<file path="src/rtl/dxlate_check.sv">
module dxlate_check #(
  parameter int VA_W = 64,
  parameter int PA_W = 40,
  parameter int CTX_W = 13,
  parameter int ASI_W = 8,
  parameter int AM_W = 32,
  parameter int BASE_PG = 13,
  parameter logic [VA_W-1:0] HOLE_LO = 64'h0000_8000_0000_0000,
  parameter logic [VA_W-1:0] HOLE_HI = 64'hFFFF_7FFF_FFFF_FFFF
) (
  input  logic             clk,
  input  logic             rst_n,
  input  logic             req_valid,
  input  logic [VA_W-1:0]  req_va,
  input  logic [1:0]       req_size,
  input  logic             req_wr,
  input  logic [ASI_W-1:0] req_asi,
  input  logic             asi_nucleus,
  input  logic             asi_secondary,
  input  logic             asi_real,
  input  logic             asi_nofault,
  input  logic             st_hpriv,
  input  logic             st_red,
  input  logic             st_priv,
  input  logic             st_am,
  input  logic             st_tl_nz,
  input  logic             mmu_en,
  input  logic [CTX_W-1:0] ctx_primary,
  input  logic [CTX_W-1:0] ctx_secondary,
  input  logic             tlb_hit,
  input  logic [PA_W-1:0]  tlb_pa,
  input  logic [1:0]       tlb_pgsz,
  input  logic             tlb_w,
  input  logic             tlb_nf,
  input  logic             tlb_se,
  input  logic             tlb_priv,
  output logic             rsp_valid,
  output logic [PA_W-1:0]  rsp_pa,
  output logic             rsp_uncache,
  output logic [2:0]       rsp_fault,
  output logic             fsr_we,
  output logic             fsr_write,
  output logic [1:0]       fsr_ctx,
  output logic             fsr_se,
  output logic [1:0]       fsr_type,
  output logic [ASI_W-1:0] fsr_asi,
  output logic [VA_W-1:0]  far_addr,
  output logic             tag_we,
  output logic [VA_W-1:0]  tag_wdata
);

  localparam logic [2:0] F_NONE  = 3'd0;
  localparam logic [2:0] F_ALIGN = 3'd1;
  localparam logic [2:0] F_RANGE = 3'd2;
  localparam logic [2:0] F_RMISS = 3'd3;
  localparam logic [2:0] F_VMISS = 3'd4;
  localparam logic [2:0] F_PROT  = 3'd5;
  localparam logic [2:0] F_NFO   = 3'd6;
  localparam logic [2:0] F_PRIV  = 3'd7;

  localparam logic [1:0] T_OTHER = 2'd0;
  localparam logic [1:0] T_RANGE = 2'd1;
  localparam logic [1:0] T_NFO   = 2'd2;
  localparam logic [1:0] T_PRIV  = 2'd3;

  localparam logic [VA_W-1:0] AM_MASK  = {{(VA_W-AM_W){1'b0}}, {AM_W{1'b1}}};
  localparam logic [VA_W-1:0] PG_CLEAR = {VA_W{1'b1}} << BASE_PG;

  logic [VA_W-1:0]  va_eff;
  logic [2:0]       size_m1;
  logic             misalign, in_hole, bypass, use_real;
  logic [1:0]       ctx_kind;
  logic [CTX_W-1:0] ctx_val;
  logic [4:0]       off_bits;
  logic [PA_W-1:0]  pg_mask;

  assign va_eff   = st_am ? (req_va & AM_MASK) : req_va;
  assign size_m1  = 3'((4'd1 << req_size) - 4'd1);
  assign misalign = |(req_va[2:0] & size_m1);
  assign in_hole  = (va_eff >= HOLE_LO) && (va_eff <= HOLE_HI);
  assign bypass   = st_hpriv | st_red;
  assign use_real = asi_real | ~mmu_en;

  always_comb begin
    if (st_tl_nz || asi_nucleus) begin
      ctx_kind = 2'd2;
      ctx_val  = '0;
    end else if (asi_secondary) begin
      ctx_kind = 2'd1;
      ctx_val  = ctx_secondary;
    end else begin
      ctx_kind = 2'd0;
      ctx_val  = ctx_primary;
    end
  end

  always_comb begin
    case (tlb_pgsz)
      2'd0:    off_bits = 5'd13;
      2'd1:    off_bits = 5'd16;
      2'd2:    off_bits = 5'd22;
      default: off_bits = 5'd28;
    endcase
  end
  assign pg_mask = ~({PA_W{1'b1}} << off_bits);

  logic [2:0]      n_fault;
  logic [1:0]      n_type;
  logic            n_se, n_fsr, n_tag, n_unc;
  logic [PA_W-1:0] n_pa;
  logic [VA_W-1:0] n_far;

  always_comb begin
    n_fault = F_NONE;
    n_type  = T_OTHER;
    n_se    = 1'b0;
    n_fsr   = 1'b0;
    n_tag   = 1'b0;
    n_unc   = 1'b0;
    n_pa    = '0;
    n_far   = va_eff;
    if (bypass) begin
      n_pa = req_va[PA_W-1:0];
    end else if (misalign) begin
      n_fault = F_ALIGN;
      n_fsr   = 1'b1;
      n_far   = req_va;
    end else if (in_hole) begin
      n_fault = F_RANGE;
      n_type  = T_RANGE;
      n_se    = 1'b1;
      n_fsr   = 1'b1;
    end else if (!tlb_hit) begin
      n_fault = use_real ? F_RMISS : F_VMISS;
      n_tag   = 1'b1;
    end else if (req_wr && !tlb_w) begin
      n_fault = F_PROT;
      n_se    = tlb_se;
      n_fsr   = 1'b1;
    end else if (tlb_nf && !asi_nofault) begin
      n_fault = F_NFO;
      n_type  = T_NFO;
      n_se    = tlb_se;
      n_fsr   = 1'b1;
    end else if (!st_priv && tlb_priv) begin
      n_fault = F_PRIV;
      n_type  = T_PRIV;
      n_se    = tlb_se;
      n_fsr   = 1'b1;
    end else begin
      n_pa  = (tlb_pa & ~pg_mask) | (va_eff[PA_W-1:0] & pg_mask);
      n_unc = tlb_se;
    end
  end

  always_ff @(posedge clk or negedge rst_n) begin
    if (!rst_n) begin
      rsp_valid   <= 1'b0;
      rsp_pa      <= '0;
      rsp_uncache <= 1'b0;
      rsp_fault   <= F_NONE;
      fsr_we      <= 1'b0;
      fsr_write   <= 1'b0;
      fsr_ctx     <= '0;
      fsr_se      <= 1'b0;
      fsr_type    <= T_OTHER;
      fsr_asi     <= '0;
      far_addr    <= '0;
      tag_we      <= 1'b0;
      tag_wdata   <= '0;
    end else begin
      rsp_valid   <= req_valid;
      rsp_pa      <= req_valid ? n_pa : '0;
      rsp_uncache <= req_valid & n_unc;
      rsp_fault   <= req_valid ? n_fault : F_NONE;
      fsr_we      <= req_valid & n_fsr;
      tag_we      <= req_valid & n_tag;
      if (req_valid && n_fsr) begin
        fsr_write <= req_wr;
        fsr_ctx   <= ctx_kind;
        fsr_se    <= n_se;
        fsr_type  <= n_type;
        fsr_asi   <= req_asi;
        far_addr  <= n_far;
      end
      if (req_valid && n_tag)
        tag_wdata <= (va_eff & PG_CLEAR) | VA_W'(ctx_val);
    end
  end

  AST_IDLE_QUIET: assert property (@(posedge clk) disable iff (!rst_n)
    !rsp_valid |-> (!fsr_we && !tag_we && !rsp_uncache && rsp_fault == F_NONE));
  AST_TAG_ONLY_MISS: assert property (@(posedge clk) disable iff (!rst_n)
    tag_we |-> (rsp_fault == F_RMISS || rsp_fault == F_VMISS) && !fsr_we);
  AST_STATUS_ON_FAULT: assert property (@(posedge clk) disable iff (!rst_n)
    (rsp_valid && rsp_fault != F_NONE && !tag_we) |-> fsr_we);
  AST_UNCACHE_CLEAN: assert property (@(posedge clk) disable iff (!rst_n)
    rsp_uncache |-> (rsp_valid && rsp_fault == F_NONE));
  AST_PA_ZERO_FAULT: assert property (@(posedge clk) disable iff (!rst_n)
    (rsp_fault != F_NONE) |-> (rsp_pa == '0));
  AST_RANGE_SE: assert property (@(posedge clk) disable iff (!rst_n)
    (fsr_we && rsp_fault == F_RANGE) |-> (fsr_se && fsr_type == T_RANGE));

endmodule

</file>
<file path="config.mk">
export PLATFORM = sky130hd
export DESIGN_NAME = dxlate_check
export DESIGN_NICKNAME = d
export VERILOG_FILES = /design/src/rtl/dxlate_check.sv
export SDC_FILE = /design/constraint.sdc
export NUM_CORES = 1
export LEC_CHECK = 0
export ABC_AREA = 1
export BUFFER_PORTS_ARGS = -buffer_cell sky130_fd_sc_hd__buf_2
export CAP_MARGIN = 15
export CORE_ASPECT_RATIO = 0.8
export CORE_MARGIN = 8
export CORE_UTILIZATION = 49
export CTS_CLUSTER_DIAMETER = 60
export DETAILED_ROUTE_END_ITERATION = 10
export PLACE_DENSITY_LB_ADDON = 0.15
export SYNTH_ARGS = -nofsm -noshare
export SYNTH_HDL_FRONTEND = slang
export SYNTH_SLANG_ARGS = --single-unit
</file>
<file path="constraint.sdc">
create_clock -name clk -period 0.9 [get_ports clk]
set_clock_uncertainty 0.2 [all_clocks]
set_input_delay 0.18 -clock clk [delete_from_list [all_inputs] [get_ports clk]]
set_output_delay 0.18 -clock clk [all_outputs]
set_load 0.005 [all_outputs]
</file>
# ---- Word level (Yosys, flattened, before mapping)
# Index checks and enable logic that the tools add are counted.
dict set report word_totals {
  register_bits 189
  input_bits 161
  output_inout_bits 189
}
dict set report op_classes {
  n_addsub 1
  magnitude_cmp 2
  n_eq_ne 2
  shift 2
  n_mux 57
  n_bitwise 13
  n_reduce_logical 12
}
# operator n
set ops {}
lappend ops {{$mux 40} 8}
lappend ops {{$mux 64} 3}
lappend ops {{$and 40x40->40} 2}
lappend ops {{$not 40->40} 2}
lappend ops {{$ge 64x48->1 const B} 1}
lappend ops {{$le 64x64->1 const B} 1}
lappend ops {{$or 64x13->64} 1}
lappend ops {{$or 40x40->40} 1}
lappend ops {{$shl 40x5->40 const A} 1}
lappend ops {{$mux 3} 9}
lappend ops {{$mux 1} 26}
lappend ops {{$mux 13} 2}
lappend ops {{$mux 2} 8}
lappend ops {{$pmux 5 s3} 1}
lappend ops {{$logic_and 1x1->1} 6}
lappend ops {{$and 1x1->1} 3}
lappend ops {{$and 3x3->3} 1}
lappend ops {{$logic_not 1->1} 3}
lappend ops {{$reduce_or 3->1} 1}
lappend ops {{$shl 1x2->3 const A} 1}
lappend ops {{$sub 3x1->3 const B} 1}
lappend ops {{$eq 2x1->1 const B} 1}
lappend ops {{$eq 2x2->1 const B} 1}
lappend ops {{$logic_not 2->1} 1}
lappend ops {{3 further kinds} 4}

# ---- Depth between registers and ports, before layout
# Gate-level depths: netlist of run 1.
dict set report logic_depth {
  depth_word 15
  ltp_mapped 13
  ltp_nobuf 10
}

# ---- Worst setup path after synthesis of run 1
# Ideal clock, no wire load.
dict set report synth_timing {
  path_type {input to register}
  start {input tlb_pgsz[0]}
  end {register rsp_pa[16]}
  setup_time_ps 136
  t_arrival_ps 1386
  t_required_ps 564
  setup_slack_ps -823
  cell_stages 7
  n_path_buf 1
  cell_sequence {inv_1 -> ha_1 -> clkbuf_1 -> nor2_1 -> mux2_2 -> nand3_1 -> a21oi_1}
}
dict set report synth_between {
  elab_chain_cells 15
  word_cells_on_any_way 18
}
# element line_no
set synth_rtl {}
lappend synth_rtl {{from (decl)} 32} ;# input logic [1:0] tlb_pgsz,
lappend synth_rtl {{$eq 2x2->1 (tied with other cells)} 98} ;# case (tlb_pgsz)
lappend synth_rtl {{$pmux 5 s3 *} 98}
lappend synth_rtl {{$shl 40x5->40 *} 105} ;# assign pg_mask = ~({PA_W{1'b1}} << off_bits);
lappend synth_rtl {{$not 40->40 *} 105}
lappend synth_rtl {{$not 40->40} 151} ;# n_pa = (tlb_pa & ~pg_mask) | (va_eff[PA_W-1:0] & pg_mask);
lappend synth_rtl {{$and 40x40->40} 151}
lappend synth_rtl {{$or 40x40->40 *} 151}
lappend synth_rtl {{$mux 40 *} 145} ;# end else if (!st_priv && tlb_priv) begin
lappend synth_rtl {{$mux 40 *} 140} ;# end else if (tlb_nf && !asi_nofault) begin
lappend synth_rtl {{$mux 40 *} 136} ;# end else if (req_wr && !tlb_w) begin
lappend synth_rtl {{$mux 40 *} 133} ;# end else if (!tlb_hit) begin
lappend synth_rtl {{$mux 40 *} 128} ;# end else if (in_hole) begin
lappend synth_rtl {{$mux 40 *} 124} ;# end else if (misalign) begin
lappend synth_rtl {{$mux 40 *} 122} ;# if (bypass) begin
lappend synth_rtl {{$mux 40 *} 173} ;# rsp_pa <= req_valid ? n_pa : '0;
lappend synth_rtl {{to (signal assigned)} 173}
lappend synth_rtl {{to (decl)} 38} ;# output logic [PA_W-1:0] rsp_pa,
# Mark *: on every way between the ends. The rest lies on a longest branch, timed or not.
# A chain may end at the register's enable or synchronous reset.

# ---- Final worst setup path of run 1
dict set report layout_timing {
  start {input asi_nofault}
  end {register far_addr[36]}
}
dict set report layout_between {
  elab_chain_cells 9
}
# element line_no
set layout_rtl {}
lappend layout_rtl {{from (decl)} 21} ;# input logic asi_nofault,
lappend layout_rtl {{$logic_not 1->1} 140}
lappend layout_rtl {{$logic_and 1x1->1} 140}
lappend layout_rtl {{$mux 1} 140}
lappend layout_rtl {{$mux 1} 136}
lappend layout_rtl {{$mux 1} 133}
lappend layout_rtl {{$mux 1} 128}
lappend layout_rtl {{$mux 1} 124}
lappend layout_rtl {{$mux 1} 122}
lappend layout_rtl {{$logic_and 1x1->1} 178} ;# if (req_valid && n_fsr) begin
lappend layout_rtl {{to (signal assigned)} 184} ;# far_addr <= n_far;
lappend layout_rtl {{to (decl)} 47} ;# output logic [VA_W-1:0] far_addr,
# No other way between the ends.

==> metrics.md, run 1 <==
| Metric | Value |
|---|---|
| Placed Instances | `about 1700` |
| CTS Buf Count | `17` |
| Vias in the first global route | `approximately 11000` |
| Die area | `roughly 23000 um^2` |
| RSZ-0062 raised after global routing | `true` |
| Pre-antenna DRT Iters | `6` |
| R2r worst-path depth | `4` |
| CP required | `between 1000 and 1500 ps` |
| Max cap viols | `0` |
| IO buf count | `between 300 and 400` |
| Most frequent cells in the layout | `346 x nand2_1, 329 x buf_2, 189 x dfrtp_1` |
| Ports | `350` |
| Antenna-violating nets left | `0` |
| Syn nets | `around 1200` |
| Worst-Margin Slew | `between 600 and 700 ps` |
| Fraction of layout cells with a size suffix above 1 | `around 53%` |
| DR vias/cell | `~6.1` |
| Core Box Area | `around 17000 um^2` |
| Nets | `between 1500 and 2000` |
| Clock root buffer | `clkbuf_16` |
| GPL Wtd Cong | `0.902` |
| DP Worst Slack | `-1020 ps` |
| Tcrit/Tclk final | `176%` |
| Routed wire length | `45.9 mm` |
| Drt wl/cell | `approximately 24 um` |
| Slew headroom | `a little over half` |
| Max-slew violation count | `0` |
| Worst r2r src | `tag_wdata[10]$_DFFE_PN0P_` |
| Worst setup SP type | `primary input` |
| WHS Path Cells | `3` |
| Worst Hold Class | `in -> reg` |
| Failing checks | `hold timing, setup timing` |
| H-tree depth | `4` |
| CP max FO | `10` |
| Clk_lat worst skew | `around 450 ps` |
| GRT Total Usage | `33.6%` |
| Largest net degree at the start of global routing | `approximately 40` |
| DP Wirelength | `roughly 23 mm` |
| GRT overflow | `0` |
| Initial antenna violation count | `1` |
| Sequential area share after synthesis | `53.8%` |
| Overall die height | `between 100 and 150 um` |
| Commonest non-fill, non-tap cell in the layout | `nand2_1` |
| Critical Path Source | `asi_nofault` |
| Clk buf depth | `2` |
| Setup CP Type | `in -> reg` |
| Pleak | `approximately 8.5 nW` |
| Syn Std Cell Area | `slightly below 9000 um^2` |
| Starting density of the core | `around 50%` |
| Setup Viol. Count Final | `between 300 and 400` |
| Die width | `166 um` |
| Critical path arrival | `roughly 1800 ps` |
| Setup ws final | `-686 ps` |
| CTS tree | `yes` |
| Crit path capture type | `flip-flop` |
| Hold Buf Count CTS | `27` |
| Status | `complete, but fails checks` |
| Clock slew at reported path FFs | `around 90 ps` |
| Setup slack, reg-to-reg | `-170 ps` |
| DR vias | `about 11000` |
| Power Density | `around 1500 nW/um^2` |
| Row cnt | `between 40 and 50` |
| Mean Syn Cell Area | `about 8 um^2` |
| Synthesis Warnings | `0` |
| DRT iter0 DRCs | `~1300` |
| Final hold violation count | `~120` |
| Worst ir drop on vdd | `1260 uV` |
| Syn-to-layout area delta | `74.8%` |
| Yosys cell types | `23` |
| Post-route DRC | `0` |
| Final Non-Filler Cells | `about 1900` |
| Hold_sp | `req_va[33]` |
| Fmax achieved | `around 0.63 GHz` |
| Clock sink count | `~190` |
| Post-Synthesis Cells | `~1100` |
| Fin util | `around nine tenths` |
| Hold WS | `-188 ps` |
| First-pass GRT wire length | `approximately 60 mm` |
| Tmin final | `~1600 ps` |
| Flip-flop and latch count after synthesis | `roughly 190` |
-- cell families (layout without fill, tap and decap cells) --
logic type | Yosys count | in the layout | synth area share [%]
compound gates | 61 | 61 | 3.49
fa+ha+maj | 4 | 4 | 0.569
buf+inv | 116 | 707 | 5.68
flops | 189 | 189 | 53.8
mux | 28 | 28 | 3.59
other cells | 0 | 2 | 0
simple gates | 672 | 673 | 32.9
-- path summary, 6_finish.rpt --
| check | endpoint |
|---|---|
| worst max-delay path | far_addr[36]$_DFFE_PN0P_ |
| worst min register to register | far_addr[13]$_DFFE_PN0P_ |
| worst max register to register | tag_wdata[10]$_DFFE_PN0P_ |
| worst min-delay path | rsp_pa[33]$_DFF_PN0_ |
| min in group asynchronous | fsr_type[1]$_DFFE_PN0P_ |
| max in group asynchronous | far_addr[8]$_DFFE_PN0P_ |
-- area by class of cell --
class                           count  area (um^2)
Tap cell                          225          282
Fill cell                         805         2070
Sequential cell                   189         4730
Antenna cell                        2         5.00
Clock buffer                       17          425
Timing Repair inverter              2         25.0
Timing Repair Buffer              636         5080
Multi-Input combinational cell    766         4460
Clock inverter                     15          193
Inverter                           37          156
-- sequential cells by signal (all words and copies together), names as in the netlist --
register	count
fsr_write	1
far_addr	64
tag_wdata	64
fsr_type	2
fsr_se	1
fsr_asi	8
tag_we	1
fsr_we	1
rsp_fault	3
rsp_pa	40
fsr_ctx	2
rsp_valid	1
rsp_uncache	1
-- cell usage after synthesis (all sizes together) --
| cell type | number | area share, % |
|---|---|---|
| a21oi | 56 | 3.2 |
| inv | 37 | 1.6 |
| ha | 4 | 0.57 |
| nand2 | 435 | 19 |
| buf | 45 | 2.6 |
| o21ai | 4 | 0.23 |
| nor3 | 4 | 0.23 |
| nor2 | 19 | 1.0 |
| or2 | 1 | 0.071 |
| nand4 | 53 | 3.8 |
| nand3 | 160 | 9.1 |
| clkbuf | 34 | 1.5 |
| dfrtp | 189 | 54 |
| mux2 | 28 | 3.6 |
| a31oi | 1 | 0.071 |
-- timing repair --
| action | CTS | global route |
|---|---|---|
| resized for setup | 172 | 130 |
| pin swaps | 23 | 36 |
| hold endpoints to repair | 345 | 121 |
| endpoints found under the setup margin | 377 | 385 |
| gates cloned | 22 | 9 |
| buffers inserted | 53 | 76 |
-- through the flow --
step                      instance area [um^2]  total power (W)  setup TNS [ps]
final                                    15400           0.0224         -192750
after global routing                     15400           0.0231         -206860
after CTS                                14200           0.0213         -162630
after detailed placement                 11700           0.0131         -179360
after global placement                   11700           0.0130         -170670
after floorplan                           9050           0.0110         -111900
-- power by group --
part	total (W)	switching (W)	leakage, nW	internal, W
clock	0.00803	0.00400	0.300	0.00403
sequential	0.00958	0.000443	2.51	0.00914
combinational	0.00482	0.00254	5.74	0.00227
total	0.0224	0.00699	8.55	0.0154
-- worst max-delay path, stage by stage --
cell,delay (ps)
buf_2,80
inv_1,60
nand2_2,80
nand2_1,110
o21ai_0,260
inv_1,150
nor2_4,160
nand2_8,100
nand2_8,100
buf_12,150
clkbuf_16,180
nand2_1,90
nand2_1,70
-- routing by layer --
| layer | GRT usage [%] | routed length [um] | up-vias |
|---|---|---|---|
| li1 | - | - | 4696 |
| met1 | 40.2 | 15800 | 5452 |
| met2 | 54.8 | 21400 | 1046 |
| met3 | 9.08 | 5750 | 285 |
| met4 | 18.4 | 3040 | 2 |
| met5 | 0 | 10 | - |
Power figures use the tool's default switching activity.
==> run 2, diff against run 1 <==
--- a/config.mk
+++ b/config.mk
@@ -8,9 +8,10 @@
 export ABC_AREA = 1
 export BUFFER_PORTS_ARGS = -buffer_cell sky130_fd_sc_hd__buf_2
 export CAP_MARGIN = 15
-export CORE_ASPECT_RATIO = 0.8
+export CORE_ASPECT_RATIO = 0.9
 export CORE_MARGIN = 8
 export CORE_UTILIZATION = 49
+export CTS_BUF_LIST = sky130_fd_sc_hd__clkbuf_16
 export CTS_CLUSTER_DIAMETER = 60
 export DETAILED_ROUTE_END_ITERATION = 10
 export PLACE_DENSITY_LB_ADDON = 0.15
==> run 2 against run 1 <==
Against the previous run:
- the run still ends with hold timing, setup timing left
- critical endpoint is now tag_wdata[39]$_DFFE_PN0P_
- setup slack better by 62 ps
- total power down 2.0%
- combinational power decreased by 7.1%
- sequential power is essentially flat
- global-route usage decreased by 2.7 points
- design area fell by 4.5%
- die area barely moved
- first-iteration DRC count fell by 17%
==> metrics.md, run 2 (synthesis gave the netlist of run 1 again) <==
| Metric | Value |
|---|---|
| Die area | `22500 um^2 (about the same)` |
| Tcrit/Tclk final | `169% (-6.8 points)` |
| GRT Total Usage | `30.9% (-2.7 points)` |
| Largest net degree at the start of global routing | `53 (+29%)` |
| Clk buf depth | `2 (unchanged)` |
| Int Pwr | `0.0155 W (+0.33%)` |
| Nets | `1788 (-1.4%)` |
| Antenna-violating nets left | `0 (unchanged)` |
| WHS Path Cells | `3 (unchanged)` |
| Max-slew violation count | `0 (unchanged)` |
| First-pass GRT wire length | `54.1 mm (-9.7%)` |
| Total chip power | `0.0220 W (-2.0%)` |
| CP max FO | `6 (-4)` |
| IO buf count | `349 (unchanged)` |
| CP bufs+invs | `7 (+2)` |
| Power Density | `1500 nW/um^2 (+2.7%)` |
| Reg2reg end | `tag_wdata[19]$_DFFE_PN0P_` |
| Starting density of the core | `49.9% (-0.52 points)` |
| Filler cell count | `1010 (+25%)` |
| RSZ-0062 raised after global routing | `true` |
| Switching fraction of total power | `29.5% (-1.6 points)` |
| Row cnt | `46 (+7.0%)` |
| Post-route DRC | `0 (unchanged)` |
| Worst r2r src | `tag_wdata[19]$_DFFE_PN0P_` |
| Most frequent cells in the layout | `381 x nand2_1, 334 x buf_2, 189 x dfrtp_1` |
| Crit path capture type | `flip-flop` |
| Drt wl/cell | `21.8 um (-10%)` |
| Comb pwr share | `20.4% (-1.1 points)` |
| DR vias | `10700 (-6.4%)` |
| Regs by FF count | `far_addr x64, tag_wdata x64, rsp_pa x40` |
| Slew headroom | `55.7% (+0.95 points)` |
| WHS Endpoint | `rsp_pa[36]$_DFF_PN0_` |
| Clock slew at reported path FFs | `70 ps (-20 ps)` |
| Setup CP Type | `in -> reg` |
| CP most frequent cell | `buf_12` |
| Pre-antenna DRT Iters | `6 (unchanged)` |
| Initial antenna violation count | `1 (unchanged)` |
| Fin util | `83.3% (-4.8 points)` |
| Seq pwr share | `43.5% (+0.8 points)` |
| Failing checks | `hold timing, setup timing` |
| Worst setup SP type | `primary input` |
| Worst Hold Class | `in -> reg` |
| Commonest non-fill, non-tap cell in the layout | `nand2_1` |
| DR vias/cell | `5.72 (-5.9%)` |
| Routed wire length | `41.0 mm (-11%)` |
| CP Cell Sequence | `buf_12 > inv_12 > buf_6 > nand2_4 > nand3_4 > nor2_4 > nand3_2 > nand2_4 > buf_12 > buf_12 > buf_12 > buf_6 > nand4_1 > nand2_1` |
| DP Wirelength | `23.7 mm (+2.4%)` |
| Worst ir drop on vdd | `1400 uV (+12%)` |
| Clk_lat worst skew | `430 ps (-20 ps)` |
| CP required | `1060 ps (-40 ps)` |
| Clock share of power | `36.2% (+0.4 points)` |
| Slowest cell delay on critical path | `140 ps (-120 ps)` |
| Clock sink count | `189 (unchanged)` |
| Placed Instances | `1692 (+0.95%)` |
| Overall die height | `143 um (+5.4%)` |
| R2r worst-path depth | `3 (-1)` |
| Setup ws final | `-625 ps (+61.5 ps)` |
| Core Box Area | `17600 um^2 (+1.0%)` |
| Final Non-Filler Cells | `1879 (-0.53%)` |
| Tmin final | `1520 ps (-61.5 ps)` |
| Fmax achieved | `0.656 GHz (+4.0%)` |
| Setup Viol. Count Final | `377 (unchanged)` |
| Worst-Margin Slew | `665 ps (-14.3 ps)` |
| Hold WS | `-171 ps (+16.9 ps)` |
| H-tree depth | `4 (unchanged)` |
| Pleak | `8.25 nW (-3.5%)` |
| Area of the multi-input gates | `4270 um^2 (-4.3%)` |
| Switching pwr | `0.00649 W (-7.1%)` |
| Clock root buffer | `clkbuf_16` |
| Setup slack, reg-to-reg | `-100 ps (+70 ps)` |
| Slowest CP cell | `nor2_4` |
| Ports | `350 (unchanged)` |
| CTS tree | `yes` |
| DRT iter0 DRCs | `1059 (-17%)` |
| Vias in the first global route | `9938 (-7.4%)` |
| Final hold violation count | `133 (+13%)` |
| Max cap viols | `0 (unchanged)` |
| GPL Wtd Cong | `0.889 (-1.4%)` |
| FF+latch area | `4730 um^2 (unchanged)` |
| Status | `complete, but fails checks` |
| CTS Buf Count | `17 (unchanged)` |
| Die width | `157 um (-5.2%)` |
| GRT overflow | `0 (unchanged)` |
| Hold Buf Count CTS | `24 (-11%)` |
| Syn-to-layout area delta | `66.9%` |
| CP delay by family, top | `buffers and inverters` |
| Hold_sp | `req_va[36]` |
| Critical path arrival | `1690 ps (-90 ps)` |
| Fraction of layout cells with a size suffix above 1 | `48.2% (-4.5 points)` |
run 2: final cells by class:
class | instances | share of cell area, %
well taps | 240 | 2.05
clock buffers | 17 | 2.90
repair inverters | 2 | 0.119
clock inverters | 15 | 1.21
repair buffers | 611 | 31.3
diodes | 3 | 0.0512
multi-input cells | 765 | 29.1
inverters | 37 | 1.05
flip-flops and latches | 189 | 32.2
run 2: timing repair:
| item | CTS | global route |
|---|---|---|
| setup buffers | 21 | 84 |
| pin swaps | 4 | 45 |
| setup endpoints to repair | 377 | 377 |
| gates resized for setup | 41 | 161 |
| gates cloned | 9 | 16 |
| endpoints found under the hold margin | 346 | 133 |
run 2: layer usage:
layer / part of all wire [%] / wire length (um) / global-route usage, % / vias to the layer above
met3: 11 / 4430 / 7.19 / 179
met4: 5.1 / 2080 / 12.2 / 0
met1: 35 / 14500 / 37.8 / 5128
met5: 0 / 0 / 0 / -
met2: 49 / 20000 / 52.1 / 821
li1: - / - / - / 4613
run 2: worst register-to-register path: stages, from the launching register on:
cell	delay, ps
dfrtp_1	420
buf_4	150
nand2_1	60
nand2_1	60
run 2: per-stage QoR:
stage                     hold WS, ps  setup WS, ps  cell area, um^2  TNS [ps]
after global placement           -137          -977            11700   -169120
after global routing             -175          -656            14700   -193800
after detailed placement         -134         -1030            11700   -176640
final                            -171          -625            14700   -181430
after CTS                        -181          -522            13100   -166610
after floorplan                  -316          -647             9050   -111900
run 2: power by group through the flow:
stage / combinational, W / clock, W / sequential (W)
finish: 0.00448 / 0.00795 / 0.00955
floorplan: 0.00127 / 0 / 0.00968
global placement: 0.00339 / 0 / 0.00966
CTS: 0.00371 / 0.00785 / 0.00951
detailed placement: 0.00347 / 0 / 0.00966
global route: 0.00483 / 0.00824 / 0.00960
run 2: worst max path at each step:
stage            from                         to  cells after the start  slack (ps)
2_1_floorplan  st_red  tag_wdata[47]$_DFFE_PN0P_                     10        -650
3_3_place_gp    st_am  tag_wdata[48]$_DFFE_PN0P_                     10        -980
3_5_place_dp    st_am  tag_wdata[48]$_DFFE_PN0P_                     10       -1030
4_1_cts         st_am  tag_wdata[62]$_DFFE_PN0P_                     14        -520
5_1_grt         st_am  tag_wdata[39]$_DFFE_PN0P_                     14        -660
6_report        st_am  tag_wdata[39]$_DFFE_PN0P_                     14        -620
